## src/rtl/pmc_pkg.sv

```systemverilog
// Shared types for the power mode controller.
// Assumes the mode code values are visible to software and must stay fixed.
package pmc_pkg;
    typedef enum logic [1:0] {
        MODE_ACT  = 2'd0,
        MODE_PS   = 2'd1,
        MODE_IDLE = 2'd2,
        MODE_HALT = 2'd3
    } pmode_e;

    typedef enum logic [2:0] {
        S_ACT, S_PS, S_IDLE, S_HALT, S_STAB
    } pstate_e;

    typedef struct packed {
        logic fast;
        logic slow;
        logic cpu;
        logic periph;
        logic twm;
    } clk_en_t;

    localparam logic [2:0] A_CTL  = 3'd0;
    localparam logic [2:0] A_WEN  = 3'd1;
    localparam logic [2:0] A_EDGE = 3'd2;
    localparam logic [2:0] A_CLR  = 3'd3;
    localparam logic [2:0] A_STAB = 3'd4;
    localparam logic [2:0] A_MASK = 3'd5;
endpackage

```

## src/rtl/pmc_regs.sv

```systemverilog
// Register file for the controller: stores the configuration and turns
// control writes into one-cycle pulses. Assumes NCH <= DW and STW <= DW.
module pmc_regs
    import pmc_pkg::*;
#(
    parameter int NCH = 8,
    parameter int DW  = 8,
    parameter int STW = 8
) (
    input  logic           clk,
    input  logic           rst_n,
    input  logic           wr_en,
    input  logic [2:0]     wr_addr,
    input  logic [DW-1:0]  wr_data,
    output logic           mode_wr,
    output pmode_e         mode_req,
    output logic           ps_exit,
    output logic [NCH-1:0] wake_en,
    output logic [NCH-1:0] edge_fall,
    output logic [NCH-1:0] irq_mask,
    output logic [NCH-1:0] pend_clr,
    output logic [STW-1:0] stab_val
);
    // Write pulses that are decoded straight from the bus.
    always_comb begin
        mode_wr  = wr_en && (wr_addr == A_CTL);
        mode_req = pmode_e'(wr_data[1:0]);
        pend_clr = (wr_en && (wr_addr == A_CLR)) ? wr_data[NCH-1:0] : '0;
    end

    // Stored configuration fields.
    always_ff @(posedge clk) begin
        if (!rst_n) begin
            ps_exit   <= 1'b0;
            wake_en   <= '0;
            edge_fall <= '0;
            irq_mask  <= '0;
            stab_val  <= '0;
        end else if (wr_en) begin
            case (wr_addr)
                A_CTL:   ps_exit   <= wr_data[2];
                A_WEN:   wake_en   <= wr_data[NCH-1:0];
                A_EDGE:  edge_fall <= wr_data[NCH-1:0];
                A_MASK:  irq_mask  <= wr_data[NCH-1:0];
                A_STAB:  stab_val  <= wr_data[STW-1:0];
                default: ;
            endcase
        end
    end
endmodule

```

## src/rtl/pmc_prescaler.sv

```systemverilog
// Slow-tick source: divides the main clock by (div+1), or passes an external
// strobe through. Assumes the external strobe is synchronous to clk.
module pmc_prescaler #(
    parameter int PDW = 16
) (
    input  logic           clk,
    input  logic           rst_n,
    input  logic [PDW-1:0] div,
    input  logic           sel_ext,
    input  logic           ext_tick,
    output logic           tick
);
    logic [PDW-1:0] cnt;
    logic           int_tick;

    // Divider counter that pulses int_tick once per period.
    always_ff @(posedge clk) begin
        if (!rst_n) begin
            cnt      <= '0;
            int_tick <= 1'b0;
        end else if (cnt >= div) begin
            cnt      <= '0;
            int_tick <= 1'b1;
        end else begin
            cnt      <= cnt + 1'b1;
            int_tick <= 1'b0;
        end
    end

    // Source selection.
    assign tick = sel_ext ? ext_tick : int_tick;

    // an internal tick lasts one cycle when the divider is above zero.
    a_r10_tick_gap: assert property (@(posedge clk) disable iff (!rst_n)
        (int_tick && div != '0 && $stable(div)) |=> !int_tick);
endmodule

```

## src/rtl/pmc_wake.sv

```systemverilog
// Wake unit: one synchroniser and edge detector per channel, sticky pending
// flags cleared by writing ones, and a masked combined interrupt.
// Assumes wake inputs are asynchronous to clk.
module pmc_wake #(
    parameter int NCH = 8
) (
    input  logic           clk,
    input  logic           rst_n,
    input  logic [NCH-1:0] pin,
    input  logic [NCH-1:0] en,
    input  logic [NCH-1:0] fall,
    input  logic [NCH-1:0] mask,
    input  logic [NCH-1:0] clr,
    output logic [NCH-1:0] pend,
    output logic           irq
);
    logic [NCH-1:0] hit;

    for (genvar i = 0; i < NCH; i++) begin : g_ch
        logic s1, s2, prev;
        // Two-flop synchroniser followed by the previous-value register.
        always_ff @(posedge clk) begin
            if (!rst_n) begin
                s1   <= 1'b0;
                s2   <= 1'b0;
                prev <= 1'b0;
            end else begin
                s1   <= pin[i];
                s2   <= s1;
                prev <= s2;
            end
        end
        // Edge match for the selected polarity.
        assign hit[i] = en[i] && (fall[i] ? (prev && !s2) : (!prev && s2));
    end

    // Pending flags: a new edge wins over a clear in the same cycle.
    always_ff @(posedge clk) begin
        if (!rst_n) pend <= '0;
        else        pend <= (pend & ~clr) | hit;
    end

    // Combined masked interrupt.
    assign irq = |(pend & mask);

    // a flag can only appear on a channel that was enabled.
    a_r4_new_pend_enabled: assert property (@(posedge clk) disable iff (!rst_n)
        1'b1 |=> ((pend & ~$past(pend) & ~$past(en)) == '0));
    // a flag only drops when its clear bit was written.
    a_r5_pend_sticky: assert property (@(posedge clk) disable iff (!rst_n)
        1'b1 |=> (($past(pend) & ~$past(clr) & ~pend) == '0));
endmodule

```

## src/rtl/pmc_fsm.sv

```systemverilog
// Mode sequencer: tracks the current mode, reacts to software requests and
// wake events, counts the stabilisation ticks after a halt, and produces the
// clock enables. Assumes wake is level-true while any flag is pending.
module pmc_fsm
    import pmc_pkg::*;
#(
    parameter int STW = 8
) (
    input  logic           clk,
    input  logic           rst_n,
    input  logic           mode_wr,
    input  pmode_e         mode_req,
    input  logic           ps_exit,
    input  logic           wake,
    input  logic           slow_tick,
    input  logic [STW-1:0] stab_val,
    output clk_en_t        en,
    output pmode_e         mode_stat
);
    pstate_e        st, st_nx;
    logic [STW-1:0] cnt;

    function automatic pstate_e req2st(input pmode_e m);
        case (m)
            MODE_PS:   return S_PS;
            MODE_IDLE: return S_IDLE;
            MODE_HALT: return S_HALT;
            default:   return S_ACT;
        endcase
    endfunction

    // Next-state selection.
    always_comb begin
        st_nx = st;
        case (st)
            S_ACT:  if (mode_wr) st_nx = req2st(mode_req);
            S_PS: begin
                if (wake && ps_exit) st_nx = S_ACT;
                else if (mode_wr)    st_nx = req2st(mode_req);
            end
            S_IDLE: if (wake) st_nx = S_ACT;
            S_HALT: if (wake) st_nx = S_STAB;
            S_STAB: if (cnt >= stab_val) st_nx = S_ACT;
            default: st_nx = S_ACT;
        endcase
    end

    // State register and stabilisation counter.
    always_ff @(posedge clk) begin
        if (!rst_n) begin
            st  <= S_ACT;
            cnt <= '0;
        end else begin
            st <= st_nx;
            if (st != S_STAB)  cnt <= '0;
            else if (slow_tick && cnt < stab_val) cnt <= cnt + 1'b1;
        end
    end

    // Clock enables and reported mode for each state.
    always_comb begin
        case (st)
            S_ACT:   begin en = 5'b11111; mode_stat = MODE_ACT;  end
            S_PS:    begin en = 5'b01111; mode_stat = MODE_PS;   end
            S_IDLE:  begin en = 5'b01001; mode_stat = MODE_IDLE; end
            S_HALT:  begin en = 5'b00000; mode_stat = MODE_HALT; end
            S_STAB:  begin en = 5'b01000; mode_stat = MODE_HALT; end
            default: begin en = 5'b11111; mode_stat = MODE_ACT;  end
        endcase
    end

    // Idle holds while nothing is pending.
    a_r7_idle_hold: assert property (@(posedge clk) disable iff (!rst_n)
        (st == S_IDLE && !wake) |=> st == S_IDLE);
    // Halt leaves only through stabilisation.
    a_r7_halt_path: assert property (@(posedge clk) disable iff (!rst_n)
        (st == S_HALT) |=> (st == S_HALT || st == S_STAB));
    // stabilisation holds until the count is reached.
    a_r8_stab_wait: assert property (@(posedge clk) disable iff (!rst_n)
        (st == S_STAB && cnt < stab_val) |=> st == S_STAB);
    // Power Save holds without a request or a permitted wake.
    a_r9_ps_hold: assert property (@(posedge clk) disable iff (!rst_n)
        (st == S_PS && !mode_wr && !(wake && ps_exit)) |=> st == S_PS);
endmodule

```

## src/rtl/pwr_mode_ctl.sv

```systemverilog
// Top level of the power mode controller: connects the registers, the
// slow-tick prescaler, the wake unit and the mode sequencer.
// Assumes one clock domain; wake_in is the only asynchronous input.
module pwr_mode_ctl
    import pmc_pkg::*;
#(
    parameter int NCH = 8,
    parameter int DW  = 8,
    parameter int PDW = 16,
    parameter int STW = 8
) (
    input  logic           clk,
    input  logic           rst_n,
    input  logic           wr_en,
    input  logic [2:0]     wr_addr,
    input  logic [DW-1:0]  wr_data,
    input  logic [PDW-1:0] presc_div,
    input  logic           slow_src_ext,
    input  logic           ext_slow_tick,
    input  logic [NCH-1:0] wake_in,
    output logic           clk_en_fast,
    output logic           clk_en_slow,
    output logic           clk_en_cpu,
    output logic           clk_en_periph,
    output logic           clk_en_twm,
    output logic [1:0]     mode_stat,
    output logic [NCH-1:0] wake_pend,
    output logic           wake_irq,
    output logic           slow_tick
);
    logic           mode_wr, ps_exit;
    pmode_e         mode_req, stat;
    logic [NCH-1:0] wake_en, edge_fall, irq_mask, pend_clr;
    logic [STW-1:0] stab_val;
    clk_en_t        en;

    pmc_regs #(.NCH(NCH), .DW(DW), .STW(STW)) u_regs (
        .clk(clk), .rst_n(rst_n), .wr_en(wr_en), .wr_addr(wr_addr),
        .wr_data(wr_data), .mode_wr(mode_wr), .mode_req(mode_req),
        .ps_exit(ps_exit), .wake_en(wake_en), .edge_fall(edge_fall),
        .irq_mask(irq_mask), .pend_clr(pend_clr), .stab_val(stab_val)
    );

    pmc_prescaler #(.PDW(PDW)) u_presc (
        .clk(clk), .rst_n(rst_n), .div(presc_div), .sel_ext(slow_src_ext),
        .ext_tick(ext_slow_tick), .tick(slow_tick)
    );

    pmc_wake #(.NCH(NCH)) u_wake (
        .clk(clk), .rst_n(rst_n), .pin(wake_in), .en(wake_en),
        .fall(edge_fall), .mask(irq_mask), .clr(pend_clr),
        .pend(wake_pend), .irq(wake_irq)
    );

    pmc_fsm #(.STW(STW)) u_fsm (
        .clk(clk), .rst_n(rst_n), .mode_wr(mode_wr), .mode_req(mode_req),
        .ps_exit(ps_exit), .wake(|wake_pend), .slow_tick(slow_tick),
        .stab_val(stab_val), .en(en), .mode_stat(stat)
    );

    // Flatten the enable bundle onto the ports.
    always_comb begin
        clk_en_fast   = en.fast;
        clk_en_slow   = en.slow;
        clk_en_cpu    = en.cpu;
        clk_en_periph = en.periph;
        clk_en_twm    = en.twm;
        mode_stat     = stat;
    end

    // the CPU never runs while its slow clock is gated.
    a_r2_cpu_needs_slow: assert property (@(posedge clk) disable iff (!rst_n)
        clk_en_cpu |-> clk_en_slow);
endmodule

```

## config.mk

```make
export PLATFORM = sky130hd
export DESIGN_NAME = pwr_mode_ctl
export DESIGN_NICKNAME = d
export VERILOG_FILES = /design/src/rtl/pmc_pkg.sv /design/src/rtl/pmc_regs.sv /design/src/rtl/pmc_prescaler.sv /design/src/rtl/pmc_wake.sv /design/src/rtl/pmc_fsm.sv /design/src/rtl/pwr_mode_ctl.sv
export SDC_FILE = /design/constraint.sdc
export NUM_CORES = 1
export LEC_CHECK = 0
export BUFFER_PORTS_ARGS = -buffer_cell sky130_fd_sc_hd__clkbuf_2
export CAP_MARGIN = 20
export CORE_ASPECT_RATIO = 2
export CORE_MARGIN = 8
export CORE_UTILIZATION = 29
export DETAILED_ROUTE_END_ITERATION = 8
export PLACE_DENSITY_LB_ADDON = 0.08
export SLEW_MARGIN = 15
export SYNTH_ARGS = -nofsm -noshare
export SYNTH_HDL_FRONTEND = slang
export SYNTH_SLANG_ARGS = --single-unit
```

## constraint.sdc

```tcl
create_clock -name clk -period 3.7 [get_ports clk]
set_input_delay 0 -clock clk [delete_from_list [all_inputs] [get_ports clk]]
set_output_delay 0 -clock clk [all_outputs]
set_load 0.1 [all_outputs]
```

# --- Word-level counts from Yosys, hierarchy flattened ---
# Index checks and enable logic that the tools add are counted.
classes:
  n_lt_le_gt_ge: 3
  n_bitwise: 5
  n_mux: 20
  n_reduce_logical: 57
  n_eq_ne: 16
  add_sub_neg: 2
op_table:
  columns: ["cell", "count"]
  rows:
  - ["1-bit logical AND", 28]
  - ["5-bit case mux with 4 select lines", 1]
  - ["16-bit by 1-bit adder with 16-bit output (second input constant)", 1]
  - ["8-bit AND", 2]
  - ["16-bit >= comparator", 1]
  - ["1-bit zero test", 16]
  - ["8-bit OR reduction", 2]
  - ["3-bit two-way mux", 5]
  - ["3-bit case mux with 5 select lines", 1]
  - ["3-bit by 2-bit equality test with 1-bit output (second input constant)", 4]
  - ["2-bit case mux with 3 select lines", 2]
  - ["1-bit two-way mux", 10]
  - ["2-bit AND reduction", 5]
  - ["3-bit equality test (second input constant)", 3]
  - ["8-bit by 1-bit adder with 8-bit output (second input constant)", 1]
  - ["8-bit >= comparator", 1]
  - ["8-bit less-than comparator", 1]
  - ["8-bit two-way mux", 1]
  - ["8-bit inverter", 1]
  - ["8-bit bitwise OR", 1]
  - ["3-bit by 1-bit equality test with 1-bit output (second input constant)", 2]
  - ["3-bit zero test", 2]
  - ["2-bit by 1-bit != test with 1-bit output (second input constant)", 3]
  - ["2-bit OR reduction", 3]
  - ["other kinds (5)", 6]
totals:
  register_bits: 93
  inputBits: 40

# --- Logic depth before layout (Yosys ltp) ---
depth:
  ltp_word: 6
  ltp_mapped: 8

# --- By module ---
# From an unflattened synthesis, not the netlist that was laid out.
unflattened:
  hier_cells: 470
  hier_area_um2: 4455.5
modules_own_cells:
  columns: ["module", "n_inst", "area_each_um2", "cells_each"]
  rows:
  - ["pmc_regs", 1, 1337.5, 132]
  - ["pmc_prescaler", 1, 1166.1, 135]
  - ["pmc_wake", 1, 1124.8, 96]
  - ["pmc_fsm", 1, 810.8, 104]
  - ["pwr_mode_ctl", 1, 16.3, 3]

# --- Least setup slack after synthesis ---
# OpenSTA, ideal clock, no wires.
synth_timing:
  kind: "reg-to-output"
  from: "register u_fsm.st[2]"
  to: "output clk_en_periph"
  path_stages_with_launch: 6
  path_slack_ps: 1216
  n_path_buf: 1
  arrival_time_ps: 2484
  path_cell_list: "dfxtp_1 inv_1 nor3_2 a21o_1 inv_1 buf_4"
synth_between:
  elab_chain_cells: 2
  elab_cells_between_ends: 5
synth_rtl:
  columns: ["element", "line_no", "rtl"]
  rows:
  - ["from (decl)", "pmc_fsm.sv:20", "pstate_e st, st_nx;"]
  - ["from (signal assigned)", "pmc_fsm.sv:54", "st <= st_nx;"]
  - ["3-bit equality test, or another cell as far along", "pmc_fsm.sv:62", "case (st)"]
  - ["5-bit case mux with 4 select lines *", "pmc_fsm.sv:62", null]
  - ["to (decl)", "pwr_mode_ctl.sv:24", "output logic clk_en_periph,"]
# Every way passes the cells marked *; elsewhere a longest branch is shown, timed or not.

# --- Worst setup path after layout ---
layout_timing:
  from: "register u_presc.cnt[9]"
  to: "register u_presc.cnt[15]"
layout_between:
  elab_chain_cells: 2
  elab_cells_between_ends: 3
layout_rtl:
  columns: ["element", "line_no", "rtl"]
  rows:
  - ["from (decl)", "pmc_prescaler.sv:13", "logic [PDW-1:0] cnt;"]
  - ["from (signal assigned)", "pmc_prescaler.sv:25", "cnt <= cnt + 1'b1;"]
  - ["16-bit >= comparator", "pmc_prescaler.sv:21", "end else if (cnt >= div) begin"]
  - ["2-bit OR reduction (no source line)", null, null]
# Several ways; a longest one is shown, not always the timed one.
# A chain may end at the register's enable or synchronous reset.

==> flow_summary.json <==
{
  "i_o_pins": 57,
  "wl_um": 11070,
  "rsz0062_at_grt": "false",
  "hold_class": "input port to flip-flop",
  "numCtsBuffers": 9,
  "syn_to_final_growth_pct": 22.83,
  "postCtsHoldBufs": 16,
  "post-cts-setup-buffers": 0,
  "synthesis.area_per_instance_sq_um": 8.395,
  "final_nets": 638,
  "die-height_um": 186.5,
  "antenna_diode_count": 0,
  "synth_top_area_share_pct": 44.18,
  "avgViaCountPerCell": 4.609,
  "synth_largest_area_cell": "sky130_fd_sc_hd__dfxtp_1",
  "detail_route.wl_per_cell_um": 14.42,
  "placeableCoreArea_sq_mm": 0.01427,
  "powerDensity_mw_per_mm2": 434.3,
  "syn_inst": 502,
  "overflow": 0,
  "power.sequential.fraction_pct": 46.1,
  "cts-resized-gates": 0,
  "ys_seq_area_share_pct": 44.18,
  "clock_path_buffers": 2,
  "setup_violations": 0,
  "p_switching_mw": 0.5062,
  "drv_cap": 0,
  "dr_total_vias": 3540,
  "leakage_power_nw": 2.049,
  "slew_headroom_pct": 31.18,
  "synth.distinct_cells": 41,
  "worst-endpoint-required_ns": 3.96,
  "regMostFlops": "u_presc.cnt",
  "grt_first_pass_wirelength_um": 17980,
  "initial_antenna_violation_count": 0,
  "clkPwrFrac_pct": 46.7,
  "cts-htree-levels": 3,
  "finalHoldViolations": 0,
  "iteration_0_drc_count_of_the_detailed_router": 123,
  "utilization_pct": 36.26,
  "timing_max_transition_violations_final": 0,
  "grt.total_usage_pct": 12.29,
  "grt_max_degree": 32,
  "clk_transition_reported_paths_ns": 0.07,
  "ys_dominant_reg_cell": "sky130_fd_sc_hd__dfxtp_1",
  "grt_pass1_vias": 3638,
  "tritoncts_num_sinks": 93,
  "status": "completed",
  "met2_wire_length_um": 6468,
  "remaining_drc_errors": 0,
  "yosys-top-cells-area": "sky130_fd_sc_hd__dfxtp_1 (44%), sky130_fd_sc_hd__nand2_1 (7.9%), sky130_fd_sc_hd__ha_1 (7.7%), sky130_fd_sc_hd__a21oi_1 (4.9%), sky130_fd_sc_hd__nor2_1 (3.7%)",
  "arrival_ns": 2.37,
  "sw_frac_of_total_pct": 22.52,
  "post-layout-total-power_mw": 2.248,
  "internal_power_mw": 1.742,
  "postSynth.asyncResetShare_pct": 0,
  "totalNegativeSetupSlack_ns": 0,
  "path_max_fanout": 16,
  "syn-cell-area_sq_mm": 0.004214,
  "ys_seq_elements": 93,
  "place_worst_setup_slack_ns": 1.538,
  "cp-start-kind": "flip-flop",
  "met1Wirelength_um": 4018,
  "timing.final.ws_setup_ns": 1.583,
  "fin_worst_hold_slack_ns": 0.1086,
  "synth_most_common_cell": "sky130_fd_sc_hd__dfxtp_1",
  "period_needed_ns": 2.117,
  "ir_worst_vdd_uv": 230.9,
  "placement_row_count": 62,
  "synth-edff-count": 0,
  "die-area_sq_mm": 0.01888,
  "synth-warning-count": 0,
  "fin_skew_ns": 0.009596,
  "wl_met3_um": 242,
  "netlist_top_cells_count": "sky130_fd_sc_hd__dfxtp_1 (93), sky130_fd_sc_hd__nand2_1 (89), sky130_fd_sc_hd__nor2_1 (42), sky130_fd_sc_hd__a21oi_1 (41), sky130_fd_sc_hd__inv_1 (29)",
  "final.period_utilization_pct": 57.22,
  "initial_utilization_pct": 29.52,
  "highest_signal_layer_in_the_routed_design": "met4",
  "worst_skew_pair.late_latency_ns": 0.34,
  "end_kind": "flip-flop",
  "drive_gt1_share_pct": 15.28,
  "worst_pin_slew_ns": 1.023,
  "drt_pre_antenna_iters": 5,
  "clock_tree_from_tritoncts": "yes",
  "power.share.combinational_pct": 7.2,
  "placement.io_buffers": 56,
  "clock.fmax_mhz": 472.4,
  "postSynthNetCount": 568,
  "critPathKind": "flip-flop to flip-flop",
  "ant_nets": 0,
  "largest_reg_flops": 16,
  "detailed_place_hpwl_um": 8728,
  "die_x_um": 101.2,
  "gp_congestion": 0.7852,
  "clk_root_buffer_cell": "sky130_fd_sc_hd__clkbuf_16"
}
-- critical path: stages, from the launching register on --
cell and delay, ns:
sky130_fd_sc_hd__dfxtp_1 0.42, sky130_fd_sc_hd__ha_1 0.28, sky130_fd_sc_hd__a21oi_1 0.12, sky130_fd_sc_hd__o21ai_0 0.09, sky130_fd_sc_hd__a221oi_1 0.38, sky130_fd_sc_hd__nand4_2 0.51
sky130_fd_sc_hd__nor2_1 0.23
-- area by class of cell --
class                      count  area (sq um)
multi-input combinational    365          2176
sequential                    93          1862
tap                          192         240.2
fill                        1557          9097
clock inverter                 6         112.6
clock buffer                   9         225.2
inverter                      30         112.6
timing repair buffer          73         447.9
-- power groups by stage --
| stage | sequential [mW] | clock, mW | combinational [mW] |
|---|---|---|---|
| floorplan | 1.06 | 0 | 0.0943 |
| global placement | 1.06 | 0 | 0.149 |
| detailed placement | 1.06 | 0 | 0.151 |
| CTS | 1.04 | 1.09 | 0.165 |
| global route | 1.04 | 1.13 | 0.182 |
| finish | 1.04 | 1.05 | 0.161 |
-- logic make-up (layout without fill, tap and decap cells) --
| group | Yosys count | in the layout | synth area share [%] |
|---|---|---|---|
| buffers and inverters | 44 | 118 | 4.186 |
| AND/OR/NAND/NOR | 228 | 228 | 26.04 |
| adder cells (fa/ha/maj) | 26 | 26 | 7.720 |
| multiplexers | 12 | 12 | 2.969 |
| AO/OA/AOI/OAI | 84 | 84 | 11.79 |
| flip-flops | 93 | 93 | 44.18 |
| XOR/XNOR | 15 | 15 | 3.118 |
-- layout by cell type (no fill, tap or decap), types with 5 or more instances in the layout --
cell type / count
sky130_fd_sc_hd__nor2_2: 8
sky130_fd_sc_hd__nor2_1: 42
sky130_fd_sc_hd__ha_1: 26
sky130_fd_sc_hd__dlygate4sd3_1: 16
sky130_fd_sc_hd__nand4_1: 10
sky130_fd_sc_hd__clkbuf_2: 56
sky130_fd_sc_hd__or3_1: 7
sky130_fd_sc_hd__and2_1: 25
sky130_fd_sc_hd__nand2_1: 89
sky130_fd_sc_hd__mux2i_1: 11
sky130_fd_sc_hd__a21oi_1: 41
sky130_fd_sc_hd__clkbuf_16: 9
sky130_fd_sc_hd__xor2_1: 8
sky130_fd_sc_hd__o21ai_0: 17
sky130_fd_sc_hd__dfxtp_1: 93
sky130_fd_sc_hd__nand3_1: 13
sky130_fd_sc_hd__nor2b_1: 5
sky130_fd_sc_hd__xnor2_1: 7
sky130_fd_sc_hd__inv_1: 29
sky130_fd_sc_hd__nor3_1: 5
sky130_fd_sc_hd__a22oi_1: 12
-- layer usage --
metal,global-route usage (%),up-vias
met3,1.864,16
met5,0,-
met1,11.50,1638
met2,23.99,52
li1,-,1834
met4,6.412,0
-- stage by stage --
step	std cells	cell area (sq um)
after floorplan	502	4214
after global placement	737	4678
after detailed placement	737	4678
after CTS	768	5176
after global routing	768	5176
final	768	5176
-- final timing paths --
kind | startpoint | to | slack (ns) | cells past startpoint
max | u_presc.cnt[9] | u_presc.cnt[15] | 1.58 | 6
min | wr_addr[1] | u_regs.ps_exit | 0.11 | 4
max reg2reg | u_presc.cnt[9] | u_presc.cnt[15] | 1.58 | 6
min reg2reg | u_wake.g_ch[4].s1 | u_wake.g_ch[4].s2 | 0.43 | 1
(Power assumes the default switching activity.)
